[src/rtl/msiq_pkg.sv]
package msiq_pkg;
  localparam int REG_W      = 32;
  localparam int ADDR_W     = 2 * REG_W;
  localparam int REC_BYTES  = 16;
  localparam int REC_W      = 8 * REC_BYTES;
  localparam int SEL_W      = 2;
  localparam int REG_AW     = 3;

  localparam logic [REG_AW-1:0] REG_CTRL    = 3'd0;
  localparam logic [REG_AW-1:0] REG_BASE_HI = 3'd3;
  localparam logic [REG_AW-1:0] REG_BASE_LO = 3'd4;
  localparam logic [REG_AW-1:0] REG_RD_OFF  = 3'd5;
  localparam logic [REG_AW-1:0] REG_WR_OFF  = 3'd6;

  localparam int CTL_EN      = 0;
  localparam int CTL_FULL    = 1;
  localparam int CTL_IRQ     = 3;
  localparam int CTL_STOP    = 4;
  localparam int CTL_SIZE_LO = 8;
  localparam int CTL_OVF     = 31;

  typedef struct packed {
    logic             en;
    logic             full_en;
    logic             irq_en;
    logic             stop_en;
    logic [SEL_W-1:0] size_sel;
  } ctrl_t;
endpackage

[src/rtl/msiq_regs.sv]
module msiq_regs
  import msiq_pkg::*;
#(
  parameter int OFF_W = 18
) (
  input  logic              clk_i,
  input  logic              rst_ni,
  input  logic              we_i,
  input  logic [REG_AW-1:0] addr_i,
  input  logic [REG_W-1:0]  wdata_i,
  output logic [REG_W-1:0]  rdata_o,
  input  logic              ovf_set_i,
  input  logic [OFF_W-1:0]  mask_i,
  input  logic [OFF_W-1:0]  wr_eff_i,
  output ctrl_t             ctrl_o,
  output logic [ADDR_W-1:0] base_o,
  output logic [OFF_W-1:0]  rd_raw_o
);
  ctrl_t             ctrl_q;
  logic [REG_W-1:0]  hi_q, lo_q;
  logic [OFF_W-1:0]  rd_q;
  logic              ovf_q;
  logic              ctrl_wr;

  assign ctrl_wr = we_i && (addr_i == REG_CTRL);

  always_ff @(posedge clk_i or negedge rst_ni) begin
    if (!rst_ni) begin
      ctrl_q <= '0;
      hi_q   <= '0;
      lo_q   <= '0;
      rd_q   <= '0;
      ovf_q  <= 1'b0;
    end else begin
      if (we_i) begin
        case (addr_i)
          REG_CTRL: begin
            ctrl_q.en       <= wdata_i[CTL_EN];
            ctrl_q.full_en  <= wdata_i[CTL_FULL];
            ctrl_q.irq_en   <= wdata_i[CTL_IRQ];
            ctrl_q.stop_en  <= wdata_i[CTL_STOP];
            ctrl_q.size_sel <= wdata_i[CTL_SIZE_LO +: SEL_W];
          end
          REG_BASE_HI: hi_q <= wdata_i;
          REG_BASE_LO: lo_q <= wdata_i;
          REG_RD_OFF:  rd_q <= wdata_i[OFF_W-1:0];
          default: ;
        endcase
      end
      // set wins over a clear in the same cycle
      if (ovf_set_i)                    ovf_q <= 1'b1;
      else if (ctrl_wr && wdata_i[CTL_OVF]) ovf_q <= 1'b0;
    end
  end

  always_comb begin
    rdata_o = '0;
    case (addr_i)
      REG_CTRL: begin
        rdata_o[CTL_EN]                 = ctrl_q.en;
        rdata_o[CTL_FULL]               = ctrl_q.full_en;
        rdata_o[CTL_IRQ]                = ctrl_q.irq_en;
        rdata_o[CTL_STOP]               = ctrl_q.stop_en;
        rdata_o[CTL_SIZE_LO +: SEL_W]   = ctrl_q.size_sel;
        rdata_o[CTL_OVF]                = ovf_q;
      end
      REG_BASE_HI: rdata_o = hi_q;
      REG_BASE_LO: rdata_o = lo_q;
      REG_RD_OFF:  rdata_o[OFF_W-1:0] = rd_q & mask_i;
      REG_WR_OFF:  rdata_o[OFF_W-1:0] = wr_eff_i;
      default: ;
    endcase
  end

  assign ctrl_o   = ctrl_q;
  assign base_o   = {hi_q, lo_q};
  assign rd_raw_o = rd_q;


  ovf_sticky_chk: assert property (@(posedge clk_i) disable iff (!rst_ni)
    (ovf_q && !ctrl_wr) |=> ovf_q);
endmodule

[src/rtl/msiq_ptr.sv]
module msiq_ptr
  import msiq_pkg::*;
#(
  parameter int MIN_SHIFT = 15,
  parameter int OFF_W     = MIN_SHIFT + (1 << SEL_W) - 1
) (
  input  logic             clk_i,
  input  logic             rst_ni,
  input  logic [SEL_W-1:0] size_sel_i,
  input  logic [OFF_W-1:0] rd_raw_i,
  input  logic             adv_i,
  output logic [OFF_W-1:0] mask_o,
  output logic [OFF_W-1:0] wr_eff_o,
  output logic             full_o,
  output logic             empty_o
);
  localparam int SEL_MAX = (1 << SEL_W) - 1;

  logic [OFF_W-1:0] wr_q, rd_eff, wr_nxt;

  assign mask_o   = ({OFF_W{1'b1}} >> (SEL_MAX - int'(size_sel_i))) & ~OFF_W'(REC_BYTES - 1);
  assign wr_eff_o = wr_q & mask_o;
  assign rd_eff   = rd_raw_i & mask_o;
  assign wr_nxt   = (wr_eff_o + OFF_W'(REC_BYTES)) & mask_o;
  assign full_o   = (wr_nxt == rd_eff);
  assign empty_o  = (wr_eff_o == rd_eff);

  always_ff @(posedge clk_i or negedge rst_ni) begin
    if (!rst_ni)    wr_q <= '0;
    else if (adv_i) wr_q <= wr_nxt;
  end


  wr_hold_chk: assert property (@(posedge clk_i) disable iff (!rst_ni)
    !adv_i |=> $stable(wr_q));
endmodule

[src/rtl/msiq_wr.sv]
module msiq_wr
  import msiq_pkg::*;
#(
  parameter int OFF_W = 18,
  parameter int ID_W  = 16
) (
  input  logic              clk_i,
  input  logic              rst_ni,
  input  logic              en_i,
  input  logic              stop_en_i,
  input  logic              full_en_i,
  input  logic              full_i,
  input  logic [ADDR_W-1:0] base_i,
  input  logic [OFF_W-1:0]  wr_eff_i,
  input  logic              msg_valid_i,
  input  logic [ID_W-1:0]   msg_id_i,
  output logic              msg_ready_o,
  output logic              mem_valid_o,
  input  logic              mem_ready_i,
  output logic [ADDR_W-1:0] mem_addr_o,
  output logic [REC_W-1:0]  mem_data_o,
  output logic              adv_o,
  output logic              ovf_set_o
);
  logic              busy_q, take;
  logic [ID_W-1:0]   id_q;
  logic [ADDR_W-1:0] addr_q;

  assign msg_ready_o = en_i && !busy_q && !(full_i && stop_en_i);
  assign take        = msg_valid_i && msg_ready_o;
  assign ovf_set_o   = take && full_i && full_en_i;
  assign mem_valid_o = busy_q && en_i;
  assign adv_o       = mem_valid_o && mem_ready_i;
  assign mem_addr_o  = addr_q;
  assign mem_data_o  = {{(REC_W - ID_W){1'b0}}, id_q};

  always_ff @(posedge clk_i or negedge rst_ni) begin
    if (!rst_ni) begin
      busy_q <= 1'b0;
      id_q   <= '0;
      addr_q <= '0;
    end else if (busy_q) begin
      if (!en_i || mem_ready_i) busy_q <= 1'b0;
    end else if (take && !full_i) begin
      busy_q <= 1'b1;
      id_q   <= msg_id_i;
      addr_q <= base_i + ADDR_W'(wr_eff_i);
    end
  end


  req_hold_chk: assert property (@(posedge clk_i) disable iff (!rst_ni)
    (mem_valid_o && !mem_ready_i) |=> ((mem_valid_o && $stable(mem_addr_o) && $stable(mem_data_o)) || !en_i));

  one_out_chk: assert property (@(posedge clk_i) disable iff (!rst_ni)
    mem_valid_o |-> !msg_ready_o);

  off_quiet_chk: assert property (@(posedge clk_i) disable iff (!rst_ni)
    !en_i |-> (!mem_valid_o && !msg_ready_o));
endmodule

[src/rtl/msi_queue_writer.sv]
module msi_queue_writer
  import msiq_pkg::*;
#(
  parameter int MIN_SHIFT = 15,
  parameter int ID_W      = 16
) (
  input  logic              clk_i,
  input  logic              rst_ni,
  input  logic              reg_we_i,
  input  logic [2:0]        reg_addr_i,
  input  logic [31:0]       reg_wdata_i,
  output logic [31:0]       reg_rdata_o,
  input  logic              msg_valid_i,
  output logic              msg_ready_o,
  input  logic [31:0]       msg_data_i,
  output logic              mem_valid_o,
  input  logic              mem_ready_i,
  output logic [63:0]       mem_addr_o,
  output logic [127:0]      mem_data_o,
  output logic              irq_o
);
  localparam int OFF_W = MIN_SHIFT + (1 << SEL_W) - 1;

  ctrl_t             ctrl;
  logic [ADDR_W-1:0] base;
  logic [OFF_W-1:0]  rd_raw, mask, wr_eff;
  logic              full, empty, adv, ovf_set;

  msiq_regs #(.OFF_W(OFF_W)) u_regs (
    .clk_i, .rst_ni,
    .we_i(reg_we_i), .addr_i(reg_addr_i), .wdata_i(reg_wdata_i), .rdata_o(reg_rdata_o),
    .ovf_set_i(ovf_set), .mask_i(mask), .wr_eff_i(wr_eff),
    .ctrl_o(ctrl), .base_o(base), .rd_raw_o(rd_raw)
  );

  msiq_ptr #(.MIN_SHIFT(MIN_SHIFT), .OFF_W(OFF_W)) u_ptr (
    .clk_i, .rst_ni,
    .size_sel_i(ctrl.size_sel), .rd_raw_i(rd_raw), .adv_i(adv),
    .mask_o(mask), .wr_eff_o(wr_eff), .full_o(full), .empty_o(empty)
  );

  msiq_wr #(.OFF_W(OFF_W), .ID_W(ID_W)) u_wr (
    .clk_i, .rst_ni,
    .en_i(ctrl.en), .stop_en_i(ctrl.stop_en), .full_en_i(ctrl.full_en), .full_i(full),
    .base_i(base), .wr_eff_i(wr_eff),
    .msg_valid_i, .msg_id_i(msg_data_i[ID_W-1:0]), .msg_ready_o,
    .mem_valid_o, .mem_ready_i, .mem_addr_o, .mem_data_o,
    .adv_o(adv), .ovf_set_o(ovf_set)
  );

  assign irq_o = ctrl.en && ctrl.irq_en && !empty;


  wr_bound_chk: assert property (@(posedge clk_i) disable iff (!rst_ni)
    (reg_addr_i == REG_WR_OFF) |->
      ((reg_rdata_o[3:0] == 4'd0) && ((reg_rdata_o >> (MIN_SHIFT + int'(ctrl.size_sel))) == 32'd0)));

  irq_gate_chk: assert property (@(posedge clk_i) disable iff (!rst_ni)
    irq_o |-> (ctrl.en && ctrl.irq_en));
endmodule

[config.mk]
export PLATFORM = sky130hd
export DESIGN_NAME = msi_queue_writer
export DESIGN_NICKNAME = d
export VERILOG_FILES = /design/src/rtl/msiq_pkg.sv /design/src/rtl/msiq_regs.sv /design/src/rtl/msiq_ptr.sv /design/src/rtl/msiq_wr.sv /design/src/rtl/msi_queue_writer.sv
export SDC_FILE = /design/constraint.sdc
export NUM_CORES = 1
export LEC_CHECK = 0
export BUFFER_PORTS_ARGS = -buffer_cell sky130_fd_sc_hd__buf_2
export CAP_MARGIN = 30
export CORE_AREA = 2 2 157 159
export CTS_CLUSTER_SIZE = 10
export DETAILED_ROUTE_END_ITERATION = 8
export DIE_AREA = 0 0 159 161
export GPL_TIMING_DRIVEN = 0
export PLACE_DENSITY = 0.89
export SLEW_MARGIN = 20
export SYNTH_ARGS = -nofsm -noshare
export SYNTH_HDL_FRONTEND = slang
export SYNTH_HIERARCHICAL = 1
export SYNTH_SLANG_ARGS = --single-unit
[constraint.sdc]
create_clock -name clk_i -period 3 [get_ports clk_i]
set_input_delay 0 -clock clk_i [delete_from_list [all_inputs] [get_ports clk_i]]
set_output_delay 0 -clock clk_i [all_outputs]
set_load 0.05 [all_outputs]
After elaboration in Yosys (flattened, before gate mapping). Cells that the tools add are included.

Bits of input ports: 72. Logic and storage cells: 66. Output and inout port bits: 227. Flip-flop bits (word level): 188.

Shift-type cells: 1. Bitwise operators: 4. Reduce and logical (&&, ||, !) cells: 26. Add/subtract/negate cells: 3. Equality and inequality tests: 6. Multiplexer cells: 13.

Operator list (number): $add A64 B18 Y64 (1); $and A18 B18 Y18 (3); $eq A18 B18 Y1 (2); $pmux W8 S4 (1); $shr A18 B32 Y18 const A (1); $pmux W2 S5 (3); $pmux W13 S2 (1); $add A18 B5 Y18 const B (1); $logic_and A1 B1 Y1 (13); $pmux W3 S4 (1); $reduce_and A2 Y1 (5); $eq A3 B3 Y1 const B (3); $logic_not A1 Y1 (5); $mux W1 (5); $pmux W1 S4 (1); $eq A3 B2 Y1 const B (1); $logic_not A3 Y1 (1); $pmux W1 S3 (1); $sub A2 B2 Y3 const A (1); $reduce_bool A2 Y1 (1); $logic_or A1 B1 Y1 (1); $not A1 Y1 (1).

Depth between registers and ports, before layout.
Depth in word-level cells: 13. Gate-level depth with buffers: 14. Depth with buffers taken out: 12.

Modules after synthesis. Netlist, hierarchy kept.

By module, submodules not included: msiq_wr (cells an instance 677, area an instance 5810.6 sq um, seq. area each 2026.9 sq um, instances 1); msiq_regs (cells an instance 306, area an instance 4154.0 sq um, seq. area each 2227.1 sq um, instances 1); msiq_ptr (cells an instance 171, area an instance 1501.4 sq um, seq. area each 350.3 sq um, instances 1); msi_queue_writer (cells an instance 1, area an instance 8.8 sq um, seq. area each 0.0 sq um, instances 1).

Worst setup path before layout. Ideal clock, no wire load.

Path type: register to register. From: register u_ptr.wr_q[4]. To: register u_wr.id_q[0]. Required time: 2.882 ns. Path slack: -1.244 ns. Period minus slack after synthesis: 4.244 ns. Cell stages (with the launch flop): 15. Setup time: 0.118 ns. Path buffers: 3. Arrival: 4.127 ns. Cells stage by stage: dfrtp_1 ha_1 nand3_2 or2_2 a21o_2 a31oi_1 nor4_2 a211oi_1 nand2_1 or2_2 buf_4 clkbuf_1 clkbuf_1 nand2_1 nand2_1.

Cells in the longest elaborated chain, start to end: 10. Elaborated cells on any way between the ends: 11. Those cells by class: add/sub: 1; eq/ne: 1; bitwise: 2; reduce/logical: 7.

RTL lines: start: declaration (RTL line msiq_ptr.sv:19) `logic [OFF_W-1:0] wr_q, rd_eff, wr_nxt;`; start signal: assignment (RTL line msiq_ptr.sv:30) `else if (adv_i) wr_q <= wr_nxt;`; $and A18 B18 Y18 (RTL line msiq_ptr.sv:22) `assign wr_eff_o = wr_q & mask_o;`; $add A18 B5 Y18 (RTL line msiq_ptr.sv:24) `assign wr_nxt = (wr_eff_o + OFF_W'(REC_BYTES)) & mask_o;`; $and A18 B18 Y18 (RTL line msiq_ptr.sv:24); $eq A18 B18 Y1 (RTL line msiq_ptr.sv:25) `assign full_o = (wr_nxt == rd_eff);`; net full (RTL line msi_queue_writer.sv:27) `logic full, empty, adv, ovf_set;`; $logic_and A1 B1 Y1 (RTL line msiq_wr.sv:29) `assign msg_ready_o = en_i && !busy_q && !(full_i && stop_en_i);`; $logic_not A1 Y1 (RTL line msiq_wr.sv:29); $logic_and A1 B1 Y1 (RTL line msiq_wr.sv:29); net msg_ready_o (RTL line msi_queue_writer.sv:14) `output logic msg_ready_o,`; $logic_and A1 B1 Y1 (RTL line msiq_wr.sv:30) `assign take = msg_valid_i && msg_ready_o;`; $logic_and A1 B1 Y1 (RTL line msiq_wr.sv:44) `end else if (take && !full_i) begin`; $reduce_and A2 Y1 (no source line); end signal: assignment (RTL line msiq_wr.sv:46) `id_q <= msg_id_i;`; end: declaration (RTL line msiq_wr.sv:26) `logic [ID_W-1:0] id_q;`.

The timed path passes the listed nets, and every way through them passes these cells. A chain may end at the register's enable or synchronous reset.

Worst setup path in the final report.
From: register u_ptr.wr_q[9]. To: register u_wr.addr_q[9] (netlist: u_wr/mem_addr_o[9]).

Cells in the longest elaborated chain, start to end: 10. Elaborated cells on any way between the ends: 12. Those cells by class: add/sub: 2; eq/ne: 1; bitwise: 2; reduce/logical: 7.

RTL lines: $and A18 B18 Y18 (*) (RTL line msiq_ptr.sv:22); $add A18 B5 Y18 (*) (RTL line msiq_ptr.sv:24); $and A18 B18 Y18 (*) (RTL line msiq_ptr.sv:24); $eq A18 B18 Y1 (*) (RTL line msiq_ptr.sv:25); net full (RTL line msi_queue_writer.sv:27); $logic_and A1 B1 Y1 (RTL line msiq_wr.sv:29); $logic_not A1 Y1 (RTL line msiq_wr.sv:29); $logic_and A1 B1 Y1 (RTL line msiq_wr.sv:29); $logic_and A1 B1 Y1 (RTL line msiq_wr.sv:30); $logic_and A1 B1 Y1 (*) (RTL line msiq_wr.sv:44); $reduce_and A2 Y1 (no source line) (*); end signal: assignment (RTL line msiq_wr.sv:47) `addr_q <= base_i + ADDR_W'(wr_eff_i);`; end: declaration (RTL line msiq_wr.sv:27) `logic [ADDR_W-1:0] addr_q;`.

The timed path passes the listed nets; every way through them passes the cells marked *.

==> qor.csv <==
stage,metric,value,unit
placed_design,pre_cts_slack,-612.8,ps
logic_synthesis,yosysWarnings,6,
drt,routed_wl,37790,um
worst_setup_path,cp_slowest_stage_delay,420,ps
logic_synthesis,synth_top_flop_cell,dfrtp_1,
cts,cts.sinks,184,
logic_synthesis,synth_edf_count,0,
worst_setup_path,critPathLaunch,u_ptr/wr_q[9],
timing,fmax,326.3,MHz
worst_setup_path,critPathCapture,u_wr/mem_addr_o[9],
global_routing,overflow,0,
power,pwr-share-clk,18.1,%
power,switching_share,48.79,%
cts,clkLatencyLatePin,450,ps
worst_setup_path,rrSetupSlack,-60,ps
worst_setup_path,timing.rr.end,u_wr/mem_addr_o[9],
power,switchingPower,5.945,mW
outcome,status,finished with violations,
timing,slew_headroom,48.78,%
timing,maxSlewViolCount,0,
drt,wl_per_cell,19.89,um
worst_setup_path,endpoint_kind,flip-flop,
worst_setup_path,cp.depth,15,
drt,vias_per_cell,5.595,
worst_hold_path,min_path_type,in2reg,
logic_synthesis,synth_top_area_share,40.13,%
logic_synthesis,ys_ff_latch,184,
power,leakage,7.201,nW
drt,drt_iter0_markers,1292,
die,die_area,25600,um^2
worst_setup_path,reg2regPathDepth,15,
flow_run,maxCapViolCount,0,
power,p_int,6.239,mW
cts,clockBufferDepth,2,
power,finalPower,12.18,mW
worst_setup_path,rr_startpoint,u_ptr/wr_q[9],
die,io_pins,299,
outcome,violations,setup timing,
cts,path_clk_slew,70,ps
drt,drcViolationCount,0,
timing,rsz0062_at_grt,yes,
placed_design,io_buffers,169,
worst_setup_path,critPathTopFamily,compound AO/OA/AOI/OAI gates,
die,die_w,159,um
finish,drive_gt1_share,36.06,%
logic_synthesis,avgSynthCellArea,9.935,um^2
logic_synthesis,synth_area,11470,um^2
finish,syn2layout_area_growth,31.78,%
die,num_rows,57,
logic_synthesis,synth_area_leader_cell,dfrtp_1,
power,seq_power_share,33.3,%
timing,fin_crit_sh,102.2,%
worst_setup_path,startpoint_type,flip-flop,
worst_setup_path,worstPathArrival,3380,ps
die,initial_core_util,47.89,%
logic_synthesis,ys_seq_area_share,40.13,%
power,peakVddDrop,0.3866,mV
global_routing,grt_pass1_vias,10200,
drt,route.vias.total,10630,
drt,first_pass_iters,6,
worst_setup_path,cpMostUsedCell,clkbuf_8,
global_routing,antenna_found_initial,1,
global_routing,gr-usage-all-layers,27.84,%
power,power.density,805.7,nW/um^2
logic_synthesis,ys_types,85,
placed_design,dp_hpwl,25400,um
cts,cts_tree,yes,
cts,root_buffer,clkbuf_16,
timing,setup_violations,38,
global_routing,grt_pass1_wl,56170,um
timing,final.setup_skew,10.99,ps
power,power_frac_comb,48.6,%
worst_setup_path,setup.worst_path.class,reg2reg,
drt,ant_nets,0,
timing,tightest_slew,762.4,ps
worst_setup_path,crit_path_max_fanout,10,
worst_hold_path,min_from,reg_addr_i[1],
worst_setup_path,required,3310,ps
timing,post-route-min-period,3065,ps
finish,num-nets-final,1654,
die,coreArea,23960,um^2
timing,finalHoldViolCount,0,
worst_setup_path,path_cells,clkbuf_8 > nand3_4 > buf_4 > o31ai_2 > a21oi_1 > a2111o_1 > nor4_4 > buf_6 > a211oi_4 > nand2_2 > or2_4 > buf_12 > clkbuf_8 > nand2_1 > o21ai_0,
logic_synthesis,synth.area.top_cells,"dfrtp_1, buf_4, nand2_1",
die,fp.dieH,161,um
cts,cts_buffers,17,
placed_design,globalplace.congestion,0.9280,
worst_setup_path,worst_path_max_delay_cell,a2111o_1,
cts,h-tree-depth,4,
global_routing,grt_max_degree,103,
logic_synthesis,netlist_instances,1155,
timing,setup_ws,-64.97,ps
worst_setup_path,crit_buf_inv,5,
logic_synthesis,async_flop_share,100.0,%
## through the flow
stage	utilization [%]	instances	cell area [um^2]	TNS, ps	hold WS (ps)
detailed placement	55.85	1777	13380	-38410	42.30
finish	63.11	1900	15120	-1003	27.61
global route	63.11	1900	15120	-5581	25.23
CTS	61.73	1881	14790	-173.4	20.74
floorplan	-	1283	12090	-2509	-295.6
global placement	55.69	1776	13350	-207880	199.1
## synth_stat cells (10+ instances only)
library cell  number
dfrtp_1          184
nand2_1          168
buf_4            152
xnor2_1           61
o21ai_0           59
mux2_2            50
mux2_1            43
nor2_1            29
nand3_1           27
xor2_1            24
clkbuf_1          23
a31oi_1           22
a21oi_1           21
nand4_1           20
ha_1              19
nor2b_1           17
o21ai_1           16
a22o_1            14
a22oi_1           13
inv_1             13
nor3_1            13
and3_1            12
a211oi_1          11
buf_6             10
## state kept, by name (all words and copies together), names as in the netlist
name and count:
u_ptr/wr_q 14, u_regs/ctrl_o 6, u_regs/hi_q 32, u_regs/lo_q 32, u_regs/ovf_q 1, u_regs/rd_raw_o 18
u_wr/busy_q 1, u_wr/id_q 16, u_wr/mem_addr_o 64
## logic make-up after synthesis
family / after synthesis / share of synthesized area (%)
AOI/OAI and AO/OA: 221 / 14.10
and+or+nand+nor: 336 / 14.68
muxes: 94 / 9.214
other: 3 / 0.09813
buffers and inverters: 211 / 12.91
adders and majority gates: 20 / 2.246
DFF: 184 / 40.13
xor gates and xnor gates: 86 / 6.630
## cell usage in the layout, fill, tap and decap left out, drive strengths merged, types with 19 or more instances in the layout
master,instances
buf,389
ha,19
nor2,31
xor2,25
dfrtp,184
conb,131
o21ai,77
a21oi,21
mux2,93
nand4,21
a31oi,22
dlygate4sd3,50
nand3,30
xnor2,61
nand2,169
clkbuf,37
## power groups by stage
| stage | Combinational (mW) | Clock, mW | Sequential [mW] |
|---|---|---|---|
| floorplan | 2.37 | 0 | 5.72 |
| global placement | 5.36 | 0 | 4.02 |
| detailed placement | 5.45 | 0 | 4.07 |
| CTS | 5.70 | 2.21 | 4.01 |
| global route | 6.20 | 2.33 | 4.15 |
| finish | 5.92 | 2.21 | 4.06 |
## layer usage
layer | GRT usage [%] | vias to the layer above | wire length, um | part of all wire, %
li1 | - | 4609 | - | -
met1 | 34.13 | 5047 | 13580 | 36
met2 | 46.48 | 760 | 18110 | 48
met3 | 6.728 | 215 | 3859 | 10
met4 | 13.35 | 0 | 2243 | 5.9
met5 | 0 | - | 0 | 0
## how the worst min path moves through the flow
| stage | slack [ps] | to | cells past startpoint |
|---|---|---|---|
| after floorplan | -300 | u_ptr/wr_q[10] | 0 |
| final | 30 | u_regs/ovf_q | 4 |
| after detailed placement | 40 | u_regs/lo_q[13] | 1 |
| after global routing | 30 | u_regs/ovf_q | 4 |
| after global placement | 200 | u_wr/id_q[4] | 3 |
| after CTS | 20 | u_regs/ovf_q | 4 |
## timing repair
item	in CTS	in global routing
setup endpoints to repair	82	80
gates cloned	0	1
pin swaps	12	15
hold buffers	50	0
resized for setup	41	57
buffers inserted	22	17
endpoints found under the hold margin	188	0
## tightest hold or removal path: stages
cell	delay [ps]
buf_4	150
nor4b_4	100
nand2_1	80
a21o_1	110
## final cells by class
class	instances	area, um^2
Clock buffer	18	439.2
Tap cell	324	405.4
Clock inverter	14	126.4
Antenna cell	1	2.502
Inverter	13	48.80
Fill cell	1812	8841
Sequential cell	184	4613
Buffer	198	1562
Multi-Input combinational cell	888	6205
Timing Repair Buffer	260	1720
Note: power is estimated with default switching activity, not from simulation.
